==> src/rtl/spi_boot_loader.sv <==
module spi_boot_loader #(
  parameter int SYS_CLK_HZ = 32_768_000,
  parameter int SCK_HZ     = 1_024_000,
  parameter int ADDR_W     = 16,
  parameter int WORD_W     = 24,
  parameter logic [ADDR_W-1:0] START_ADDR = 'h10,
  parameter logic [7:0] READ_OP   = 8'h03,
  parameter logic [7:0] START_CMD = 8'hFC
) (
  input  logic              clk,
  input  logic              rst_n,
  input  logic              boot_sel_i,
  input  logic              miso_i,
  output logic              bus_oe_o,
  output logic              cs_n_o,
  output logic              sck_o,
  output logic              mosi_o,
  output logic              cfg_valid_o,
  input  logic              cfg_ready_i,
  output logic              cfg_is_cmd_o,
  output logic [WORD_W-1:0] cfg_data_o,
  output logic              done_o,
  output logic              err_o
);

  localparam int RAW_DIV   = SYS_CLK_HZ / (2 * SCK_HZ);
  localparam int HALF_DIV  = (RAW_DIV < 1) ? 1 : RAW_DIV;
  localparam int DIV_W     = (HALF_DIV < 2) ? 1 : $clog2(HALF_DIV);
  localparam int HDR_W     = 8 + ADDR_W;
  localparam int HDR_BYTES = HDR_W / 8;
  localparam int HB_W      = $clog2(HDR_BYTES + 1);
  localparam int WBYTES    = WORD_W / 8;
  localparam int WB_W      = (WBYTES < 3) ? 1 : $clog2(WBYTES);

  typedef enum logic [2:0] {S_SAMPLE, S_OFF, S_SHIFT, S_HOLD, S_DONE, S_ERR} st_t;

  st_t               state;
  logic [DIV_W-1:0]  div_cnt;
  logic              sck_q;
  logic [2:0]        bit_cnt;
  logic [HB_W-1:0]   hdr_left;
  logic [HDR_W-1:0]  tx_sr;
  logic [7:0]        rx_sr;
  logic [ADDR_W-1:0] addr;
  logic              want_cmd;
  logic [1:0]        words_left;
  logic [WB_W-1:0]   byte_idx;
  logic [WORD_W-9:0] wbuf;
  logic              term;
  logic              at_end;

  wire tick      = div_cnt == DIV_W'(HALF_DIV - 1);
  wire fall      = tick && sck_q;
  wire rise      = tick && !sck_q;
  wire byte_end  = fall && (bit_cnt == 3'd7);
  wire addr_max  = addr == {ADDR_W{1'b1}};
  wire cmd_term  = rx_sr == START_CMD;
  wire cmd_known = cmd_term || (rx_sr[7:2] == 6'b101000);
  wire [1:0] cmd_words = cmd_term ? 2'd0 : rx_sr[1:0];
  wire word_last = byte_idx == WB_W'(WBYTES - 1);

  assign bus_oe_o = (state == S_SHIFT) || (state == S_HOLD);
  assign cs_n_o   = !bus_oe_o;
  assign sck_o    = sck_q && bus_oe_o;
  assign mosi_o   = tx_sr[HDR_W-1] && bus_oe_o;
  assign done_o   = state == S_DONE;
  assign err_o    = state == S_ERR;

  always_ff @(posedge clk or negedge rst_n) begin
    if (!rst_n) begin
      state        <= S_SAMPLE;
      div_cnt      <= '0;
      sck_q        <= 1'b0;
      bit_cnt      <= '0;
      hdr_left     <= '0;
      tx_sr        <= '0;
      rx_sr        <= '0;
      addr         <= '0;
      want_cmd     <= 1'b1;
      words_left   <= '0;
      byte_idx     <= '0;
      wbuf         <= '0;
      term         <= 1'b0;
      at_end       <= 1'b0;
      cfg_valid_o  <= 1'b0;
      cfg_is_cmd_o <= 1'b0;
      cfg_data_o   <= '0;
    end else begin
      case (state)
        S_SAMPLE: begin
          if (boot_sel_i) begin
            state    <= S_SHIFT;
            tx_sr    <= {READ_OP, START_ADDR};
            addr     <= START_ADDR;
            hdr_left <= HB_W'(HDR_BYTES);
          end else begin
            state <= S_OFF;
          end
        end
        S_SHIFT: begin
          div_cnt <= tick ? '0 : div_cnt + 1'b1;
          if (tick) sck_q <= !sck_q;
          if (rise) rx_sr <= {rx_sr[6:0], miso_i};
          if (fall) begin
            tx_sr   <= tx_sr << 1;
            bit_cnt <= bit_cnt + 1'b1;
          end
          if (byte_end) begin
            if (hdr_left != '0) begin
              hdr_left <= hdr_left - 1'b1;
            end else begin
              addr   <= addr + 1'b1;
              at_end <= addr_max;
              if (want_cmd) begin
                if (!cmd_known) begin
                  state <= S_ERR;
                end else begin
                  cfg_valid_o  <= 1'b1;
                  cfg_is_cmd_o <= 1'b1;
                  cfg_data_o   <= WORD_W'(rx_sr);
                  words_left   <= cmd_words;
                  want_cmd     <= cmd_words == 2'd0;
                  term         <= cmd_term;
                  byte_idx     <= '0;
                  state        <= S_HOLD;
                end
              end else if (word_last) begin
                cfg_valid_o  <= 1'b1;
                cfg_is_cmd_o <= 1'b0;
                cfg_data_o   <= {wbuf, rx_sr};
                words_left   <= words_left - 1'b1;
                want_cmd     <= words_left == 2'd1;
                byte_idx     <= '0;
                state        <= S_HOLD;
              end else begin
                wbuf     <= (WORD_W > 16) ? ((wbuf << 8) | (WORD_W-8)'(rx_sr)) : (WORD_W-8)'(rx_sr);
                byte_idx <= byte_idx + 1'b1;
                if (addr_max) state <= S_ERR;
              end
            end
          end
        end
        S_HOLD: begin
          div_cnt <= '0;
          if (cfg_ready_i) begin
            cfg_valid_o <= 1'b0;
            if (term)        state <= S_DONE;
            else if (at_end) state <= S_ERR;
            else             state <= S_SHIFT;
          end
        end
        default: state <= state;
      endcase
    end
  end


  hold_stable_chk: assert property (@(posedge clk) disable iff (!rst_n)
    cfg_valid_o && !cfg_ready_i |=> cfg_valid_o && $stable(cfg_data_o)
      && $stable(cfg_is_cmd_o) && !sck_o && !cs_n_o);


  mosi_edge_chk: assert property (@(posedge clk) disable iff (!rst_n)
    bus_oe_o && $past(bus_oe_o) && !$fell(sck_o) |-> $stable(mosi_o));


  cs_release_chk: assert property (@(posedge clk) disable iff (!rst_n)
    $past(bus_oe_o) && !bus_oe_o |-> done_o || err_o);


  done_entry_chk: assert property (@(posedge clk) disable iff (!rst_n)
    $rose(done_o) |-> $past(cfg_valid_o && cfg_ready_i && cfg_is_cmd_o));


  err_quiet_chk: assert property (@(posedge clk) disable iff (!rst_n)
    err_o |-> !done_o && !cfg_valid_o && !bus_oe_o);


  valid_bus_chk: assert property (@(posedge clk) disable iff (!rst_n)
    cfg_valid_o |-> bus_oe_o && !cs_n_o);

endmodule

==> config.mk <==
export PLATFORM = sky130hd
export DESIGN_NAME = spi_boot_loader
export DESIGN_NICKNAME = d
export VERILOG_FILES = /design/src/rtl/spi_boot_loader.sv
export SDC_FILE = /design/constraint.sdc
export NUM_CORES = 1
export LEC_CHECK = 0
export BUFFER_PORTS_ARGS = -buffer_cell sky130_fd_sc_hd__buf_2
export CAP_MARGIN = 20
export CORE_MARGIN = 5
export CORE_UTILIZATION = 30
export DETAILED_ROUTE_END_ITERATION = 12
export PLACE_DENSITY_LB_ADDON = 0.08
export SETUP_SLACK_MARGIN = 0.4
export SLEW_MARGIN = 20
export SYNTH_ARGS = -nofsm -noshare
export SYNTH_HDL_FRONTEND = slang
export SYNTH_SLANG_ARGS = --single-unit
export TNS_END_PERCENT = 30
==> constraint.sdc <==
create_clock -name clk -period 3.2 [get_ports clk]
set_input_delay 0.32 -clock clk [delete_from_list [all_inputs] [get_ports clk]]
set_output_delay 0.32 -clock clk [all_outputs]
set_load 0.005 [all_outputs]
==> summary.md, run 1 <==
| Metric | Value |
|---|---|
| H-tree levels | `3` |
| Final period utilization | `0.751` |
| Leakage | `between 2 and 2.5 nW` |
| Yosys warning total | `0` |
| Commonest non-fill, non-tap cell in the layout | `dfrtp_1` |
| Routed wire per std cell | `15.6 um` |
| CTS root buffer | `clkbuf_16` |
| Req. time, crit path | `around 3.4 ns` |
| Final setup TNS | `0 ns` |
| Simple-gate share of the synthesized area | `0.178` |
| Mapped Nets | `425` |
| EDFF count, synth | `0` |
| Max transition margin | `0.360` |
| Post-route ant nets | `0` |
| Worst-margin pin slew | `0.958 ns` |
| First-pass DRT Iterations | `4` |
| P per Cell Area | `474 nW/um^2` |
| Cell Count, Final, Fillers Out | `around 640` |
| Post-Syn Instances | `slightly above 400` |
| Setup bufs post-CTS | `0` |
| Worst Hold Class | `input port to asynchronous set/reset pin` |
| Row count | `45` |
| Largest net degree at the start of global routing | `56` |
| Worst-path clk slew | `0.07 ns` |
| Most frequent cells in the layout | `dfrtp_1, nand2_1, mux2_2, buf_2, nand3_1` |
| Clk_lat worst skew | `0.34 ns` |
| Compound-gate portion of the synthesized area | `0.0854` |
| Register share of total power | `0.537` |
| Total wire length | `between 10 and 15 mm` |
| Largest family of logic cells by synthesized area | `simple AND/OR/NAND/NOR gates` |
| Crit path DAT | `about 2.6 ns` |
| Drt via density | `4.91` |
| Post_cts resized | `0` |
| Synth Area in Adders | `0.0164` |
| Syn-to-layout area delta | `16.0%` |
| Final Critical Period | `2.40 ns` |
| Gpl congestion | `0.791` |
| Int Pwr | `1.99 mW` |
| Syn Std Cell Area | `4590 um^2` |
| Post-synthesis mux area share | `0.0925` |
| WL met2 | `4.45 mm` |
| RSZ-0062 raised after global routing | `false` |
| Top-level port count | `37` |
| Gr usage total | `0.121` |
| CP max FO | `12` |
| Initial core utilization | `0.304` |
| Placed insts | `628` |
| # port buffers | `36` |
| Clock share of power | `0.446` |
| FFs w/ async S/R, synth | `1.00` |
| Worst r2r src | `state[2]$_DFFE_PN0P_` |
| Post-DP HPWL | `approximately 6.6 mm` |
| Vias in the first global route | `roughly 3,200` |
| Initial DRC Count | `176` |
| R2R setup slack | `0.80 ns` |
| Clock Sinks | `106` |
| Fmax | `approximately 420 MHz` |
| Die X | `approximately 130 um` |
| Slowest CP cell | `nor2_1` |
| Largest stage delay, worst path | `0.52 ns` |
| Total vias in the final route | `3,161` |
| Ant diodes | `0` |
| Remaining Overflow, GRT | `0` |
| Core Footprint | `approximately 15,000 um^2` |
| Wl on met1 | `5.12 mm` |
| Cell Chain, Critical Path | `and2b_1 > inv_2 > nor2_2 > nand2_1 > nor2_1 > mux2_2` |
| CTS buffer count | `9` |
| CTS hold repair buffers | `0` |
| Skew final | `0.00757 ns` |
| Switching power share of the total | `0.210` |
| Initial antenna violation count | `0` |
| Netlist cell types | `50` |
| Gate power share | `0.017` |
| R2R depth | `6` |
| Leading register cell type out of synthesis | `dfrtp_1` |
| Longest Clk Path Bufs | `2` |
| Multi-input gate area | `1840 um^2` |
| Crit. End Element | `flip-flop` |
| Synthesized flop and latch total | `106` |
| Max cap viols | `0` |
| CP Class | `flip-flop to flip-flop` |
| Reg2reg end | `rx_sr[2]$_DFFE_PN0P_` |
| # fillers | `1,547` |
| VDD IR max | `0.351 mV` |
| CP startpoint kind | `flip-flop` |
| Die H | `134 um` |
| Register area | `2650 um^2` |
| TritonCTS clock tree | `yes` |
| Met3 routed WL | `370 um` |
| Max Slew Vio Count | `0` |
| Final hold viol count | `0` |
| Die area | `17,900 um^2` |
| Share of layout cells above drive strength 1 | `0.228` |
| # DRC | `0` |
| Seq/Total Area, Yosys | `0.579` |
| First-pass GRT wire length | `roughly 17 mm` |
| Final setup fails | `0` |
| Post-synthesis xor/xnor area fraction | `0.0248` |
| Outcome | `completed` |
| Top sig layer | `met4` |
| Final nets | `462` |
| Mean Syn Cell Area | `11.1 um^2` |
| Psw | `0.531 mW` |
==> cells by family (layout without fill, tap and decap cells) <==
kind of cell / count (synthesis) / after routing
flops: 106 / 106
fa+ha+maj: 6 / 6
compound gates: 58 / 58
mux: 38 / 38
simple gates: 168 / 168
xor+xnor: 13 / 13
buf+inv: 25 / 67
==> worst max-delay path: cells and delay by family (launching register included) <==
kind,cells,cell delay (ns)
flip-flops,1,0.45
multiplexers,1,0.41
AND/OR/NAND/NOR,4,1.30
buffers and inverters,1,0.13
==> per-layer routing <==
layer | track usage | up-vias
li1 | - | 1522
met1 | 0.169 | 1584
met2 | 0.182 | 49
met3 | 0.0385 | 6
met4 | 0.0291 | 0
met5 | 0 | -
==> state kept, by name (all words and copies together), names as in the netlist, 2 cells and up <==
name / flops
addr: 16
div_cnt: 4
tx_sr: 20
byte_idx: 2
bit_cnt: 3
state: 3
hdr_left: 2
words_left: 2
wbuf: 16
cfg_data_o: 24
rx_sr: 8
==> final cells by class <==
type / count / area share
clock buffer: 11 / 0.0456
sequential: 106 / 0.499
timing repair buffer: 44 / 0.0480
multi-input combinational: 283 / 0.347
clock inverter: 5 / 0.0120
tap: 188 / 0.0442
inverter: 7 / 0.00494
==> metrics by stage <==
stage / setup WS, ns / power (mW) / utilization / instance area (um^2) / hold WS [ns]
final: 0.797 / 2.52 / 0.353 / 5320 / 0.0253
after floorplan: 1.15 / 1.39 / - / 4590 / 0.0244
after CTS: 0.766 / 2.59 / 0.353 / 5320 / 0.0581
after detailed placement: 0.777 / 1.43 / 0.332 / 5010 / 0.431
after global routing: 0.535 / 2.65 / 0.353 / 5320 / 0.0849
after global placement: 0.809 / 1.43 / 0.332 / 5010 / 0.435
==> power groups by stage <==
stage | registers [mW] | clock network (mW) | logic (mW)
final | 1.36 | 1.13 | 0.0430
after global routing | 1.36 | 1.24 | 0.0532
after CTS | 1.35 | 1.19 | 0.0467
after detailed placement | 1.38 | 0 | 0.0465
after global placement | 1.38 | 0 | 0.0460
after floorplan | 1.38 | 0 | 0.00972
==> Yosys cell counts (5+ instances only) <==
| cell | instances | area [um^2] |
|---|---|---|
| ha_1 | 6 | 75.1 |
| o21ai_0 | 23 | 115 |
| mux2_2 | 35 | 394 |
| dfrtp_1 | 105 | 2630 |
| nor3_1 | 6 | 30.0 |
| buf_2 | 5 | 25.0 |
| inv_1 | 6 | 22.5 |
| xnor2_1 | 8 | 70.1 |
| nor2_1 | 22 | 82.6 |
| a21oi_1 | 7 | 35.0 |
| clkbuf_1 | 11 | 41.3 |
| xor2_1 | 5 | 43.8 |
| nand4_1 | 5 | 31.3 |
| nand2_1 | 75 | 282 |
| a22o_1 | 17 | 149 |
| nand3_1 | 27 | 135 |
==> worst max path at each step <==
stage	endpoint	start
floorplan	cfg_data_o[14]$_DFFE_PN0P_	state[2]$_DFFE_PN0P_
global placement	cfg_data_o[19]$_DFFE_PN0P_	state[0]$_DFFE_PN0P_
detailed placement	rx_sr[6]$_DFFE_PN0P_	state[2]$_DFFE_PN0P_
CTS	rx_sr[2]$_DFFE_PN0P_	state[2]$_DFFE_PN0P_
global route	rx_sr[2]$_DFFE_PN0P_	state[2]$_DFFE_PN0P_
finish	rx_sr[2]$_DFFE_PN0P_	state[2]$_DFFE_PN0P_
Power figures use the tool's default switching activity.
==> run 2, diff against run 1 <==
==> constraint.sdc (replaced) <==
create_clock -name clk -period 2.5 [get_ports clk]
set_input_delay 0.25 -clock clk [delete_from_list [all_inputs] [get_ports clk]]
set_output_delay 0.25 -clock clk [all_outputs]
set_load 0.005 [all_outputs]
==> summary.md, run 2 (synthesis gave the netlist of run 1 again) <==
| Metric | Value |
|---|---|
| Multi-input gate area | `1880 um^2 (was 1840 um^2)` |
| Worst-margin pin slew | `0.533 ns (was 0.958 ns)` |
| # DRC | `0 (unchanged)` |
| CP startpoint kind | `flip-flop (unchanged)` |
| First-pass DRT Iterations | `4 (unchanged)` |
| Most frequent cells in the layout | `dfrtp_1, nand2_1, mux2_2, buf_2, nand3_1 (unchanged)` |
| Drt via density | `4.80 (was 4.91)` |
| # port buffers | `36 (unchanged)` |
| Final period utilization | `0.812 (was 0.751)` |
| Largest stage delay, worst path | `0.48 ns (was 0.52 ns)` |
| Leakage | `2.54 nW (was 2.46 nW)` |
| CP max FO | `12 (unchanged)` |
| Max Slew Vio Count | `0 (unchanged)` |
| Vias in the first global route | `3,170 (was 3,176)` |
| Total vias in the final route | `3,175 (was 3,161)` |
| Initial DRC Count | `140 (was 176)` |
| Commonest non-fill, non-tap cell in the layout | `dfrtp_1 (unchanged)` |
| Cell Chain, Critical Path | `or3b_4 > o31a_2 > nor4b_2 > xnor2_1 > nor2_1 (was and2b_1 > inv_2 > nor2_2 > nand2_1 > nor2_1 > mux2_2)` |
| P per Cell Area | `603 nW/um^2 (was 474 nW/um^2)` |
| CTS buffer count | `9 (unchanged)` |
| Top-level port count | `37 (unchanged)` |
| # fillers | `1,529 (was 1,547)` |
| Syn-to-layout area delta | `20.1% (was 16.0%)` |
| Crit. End Element | `flip-flop (unchanged)` |
| Row count | `45 (unchanged)` |
| Worst setup path start | `state[2]$_DFFE_PN0P_ (unchanged)` |
| Max cap viols | `0 (unchanged)` |
| VDD IR max | `0.291 mV (was 0.351 mV)` |
| Hold wc startpoint | `miso_i` |
| Clock Sinks | `106 (unchanged)` |
| Worst-path clk slew | `0.07 ns (about the same)` |
| Die H | `134 um (unchanged)` |
| Crit path DAT | `2.26 ns (was 2.63 ns)` |
| R2R depth | `5 (was 6)` |
| Post-route ant nets | `0 (unchanged)` |
| Initial antenna violation count | `0 (unchanged)` |
| Largest net degree at the start of global routing | `41 (was 56)` |
| Post-DP HPWL | `6.66 mm (was 6.63 mm)` |
| Clk_lat worst skew | `0.35 ns (was 0.34 ns)` |
| Total wire length | `10.1 mm (was 10.0 mm)` |
| Gr usage total | `0.119 (was 0.121)` |
| Biggest regs | `cfg_data_o: 24 flops, tx_sr: 20 flops (unchanged)` |
| TritonCTS clock tree | `yes (unchanged)` |
| H-tree levels | `3 (unchanged)` |
| Gpl congestion | `0.770 (was 0.791)` |
| Remaining Overflow, GRT | `0 (unchanged)` |
| Worst Hold Class | `input port to flip-flop (was input port to asynchronous set/reset pin)` |
| Max transition margin | `0.644 (was 0.360)` |
| Slowest CP cell | `or3b_4 (was nor2_1)` |
| Share of layout cells above drive strength 1 | `0.277 (was 0.228)` |
| Skew final | `0.00619 ns (was 0.00757 ns)` |
| Placed insts | `639 (was 628)` |
| Final hold viol count | `0 (unchanged)` |
| Worst r2r src | `state[2]$_DFFE_PN0P_ (unchanged)` |
| First-pass GRT wire length | `16.9 mm (was 17.1 mm)` |
| Most flop-heavy register | `cfg_data_o (unchanged)` |
| Final setup TNS | `0 ns (unchanged)` |
| Ant diodes | `0 (unchanged)` |
| Final Critical Period | `2.03 ns (was 2.40 ns)` |
| Final nets | `479 (was 462)` |
| Core Footprint | `15,100 um^2 (unchanged)` |
| Req. time, crit path | `2.74 ns (was 3.43 ns)` |
| Initial core utilization | `0.304 (unchanged)` |
| Die area | `17,900 um^2 (unchanged)` |
| Fmax | `493 MHz (was 416 MHz)` |
| Final setup fails | `0 (unchanged)` |
| Die X | `134 um (unchanged)` |
| Hold depth | `2` |
| Routed wire per std cell | `15.2 um (was 15.6 um)` |
| CTS root buffer | `clkbuf_16 (unchanged)` |
| Longest Clk Path Bufs | `2 (unchanged)` |
| Outcome | `completed (unchanged)` |
| Max reg flops | `24 (unchanged)` |
| CP Class | `flip-flop to flip-flop (unchanged)` |
| Cell Count, Final, Fillers Out | `661 (was 644)` |
| RSZ-0062 raised after global routing | `true (was false)` |
| Register area | `2660 um^2 (was 2650 um^2)` |
[run 2: final timing paths]
kind                                         end  slack (ns)
max                         addr[12]$_DFFE_PN0P_        0.47
min                         rx_sr[0]$_DFFE_PN0P_        0.15
max reg2reg                 addr[12]$_DFFE_PN0P_        0.47
min reg2reg                tx_sr[15]$_DFFE_PN0P_        0.46
max in group asynchronous  tx_sr[13]$_DFFE_PN0P_        1.40
min in group asynchronous   addr[15]$_DFFE_PN0P_        0.43
[run 2: per-layer routing]
layer,GRT usage,vias up,share of wire
met3,0.0264,13,0.036
met5,0,-,0
met2,0.177,45,0.45
met4,0.0549,0,0.019
li1,-,1555,-
met1,0.166,1562,0.50
[run 2: area by class of cell]
cell class | count | share of cell area
Sequential cell | 106 | 0.483
Multi-Input combinational cell | 283 | 0.341
Clock inverter | 6 | 0.0164
Clock buffer | 10 | 0.0416
Timing Repair Buffer | 61 | 0.0707
Inverter | 7 | 0.00477
Tap cell | 188 | 0.0427
[run 2: repair_timing]
item / 4_1_cts / 5_1_grt
gates cloned: 0 / 0
endpoints found under the setup margin: 48 / 76
pin swaps: 1 / 1
resized for setup: 3 / 12
hold buffers: 1 / 0
setup buffers: 2 / 3
hold endpoints to repair: 37 / 0
[run 2: critical path: cells and delay by family, from the launching register on]
family	cells	cell delay, ns
AOI/OAI and AO/OA	1	0.46
DFF	1	0.46
and+or+nand+nor	3	0.84
xor gates and xnor gates	1	0.15
[run 2: through the flow]
step	setup WS (ns)	util	power, mW	hold WS, ns	instance area, um^2
CTS	0.353	0.361	3.38	0.137	5450
floorplan	0.454	-	1.78	-0.0456	4590
detailed placement	0.267	0.338	1.83	0.280	5100
finish	0.471	0.365	3.32	0.145	5510
global route	0.377	0.365	3.47	0.134	5510
global placement	0.319	0.338	1.83	0.284	5100
[run 2: report_power, final]
part / total [mW] / switching (mW) / internal, mW / leakage, nW
Combinational: 0.0580 / 0.0406 / 0.0174 / 1.09
Sequential: 1.73 / 0.0107 / 1.72 / 1.30
Clock: 1.53 / 0.645 / 0.882 / 0.153
Total: 3.32 / 0.697 / 2.62 / 2.54
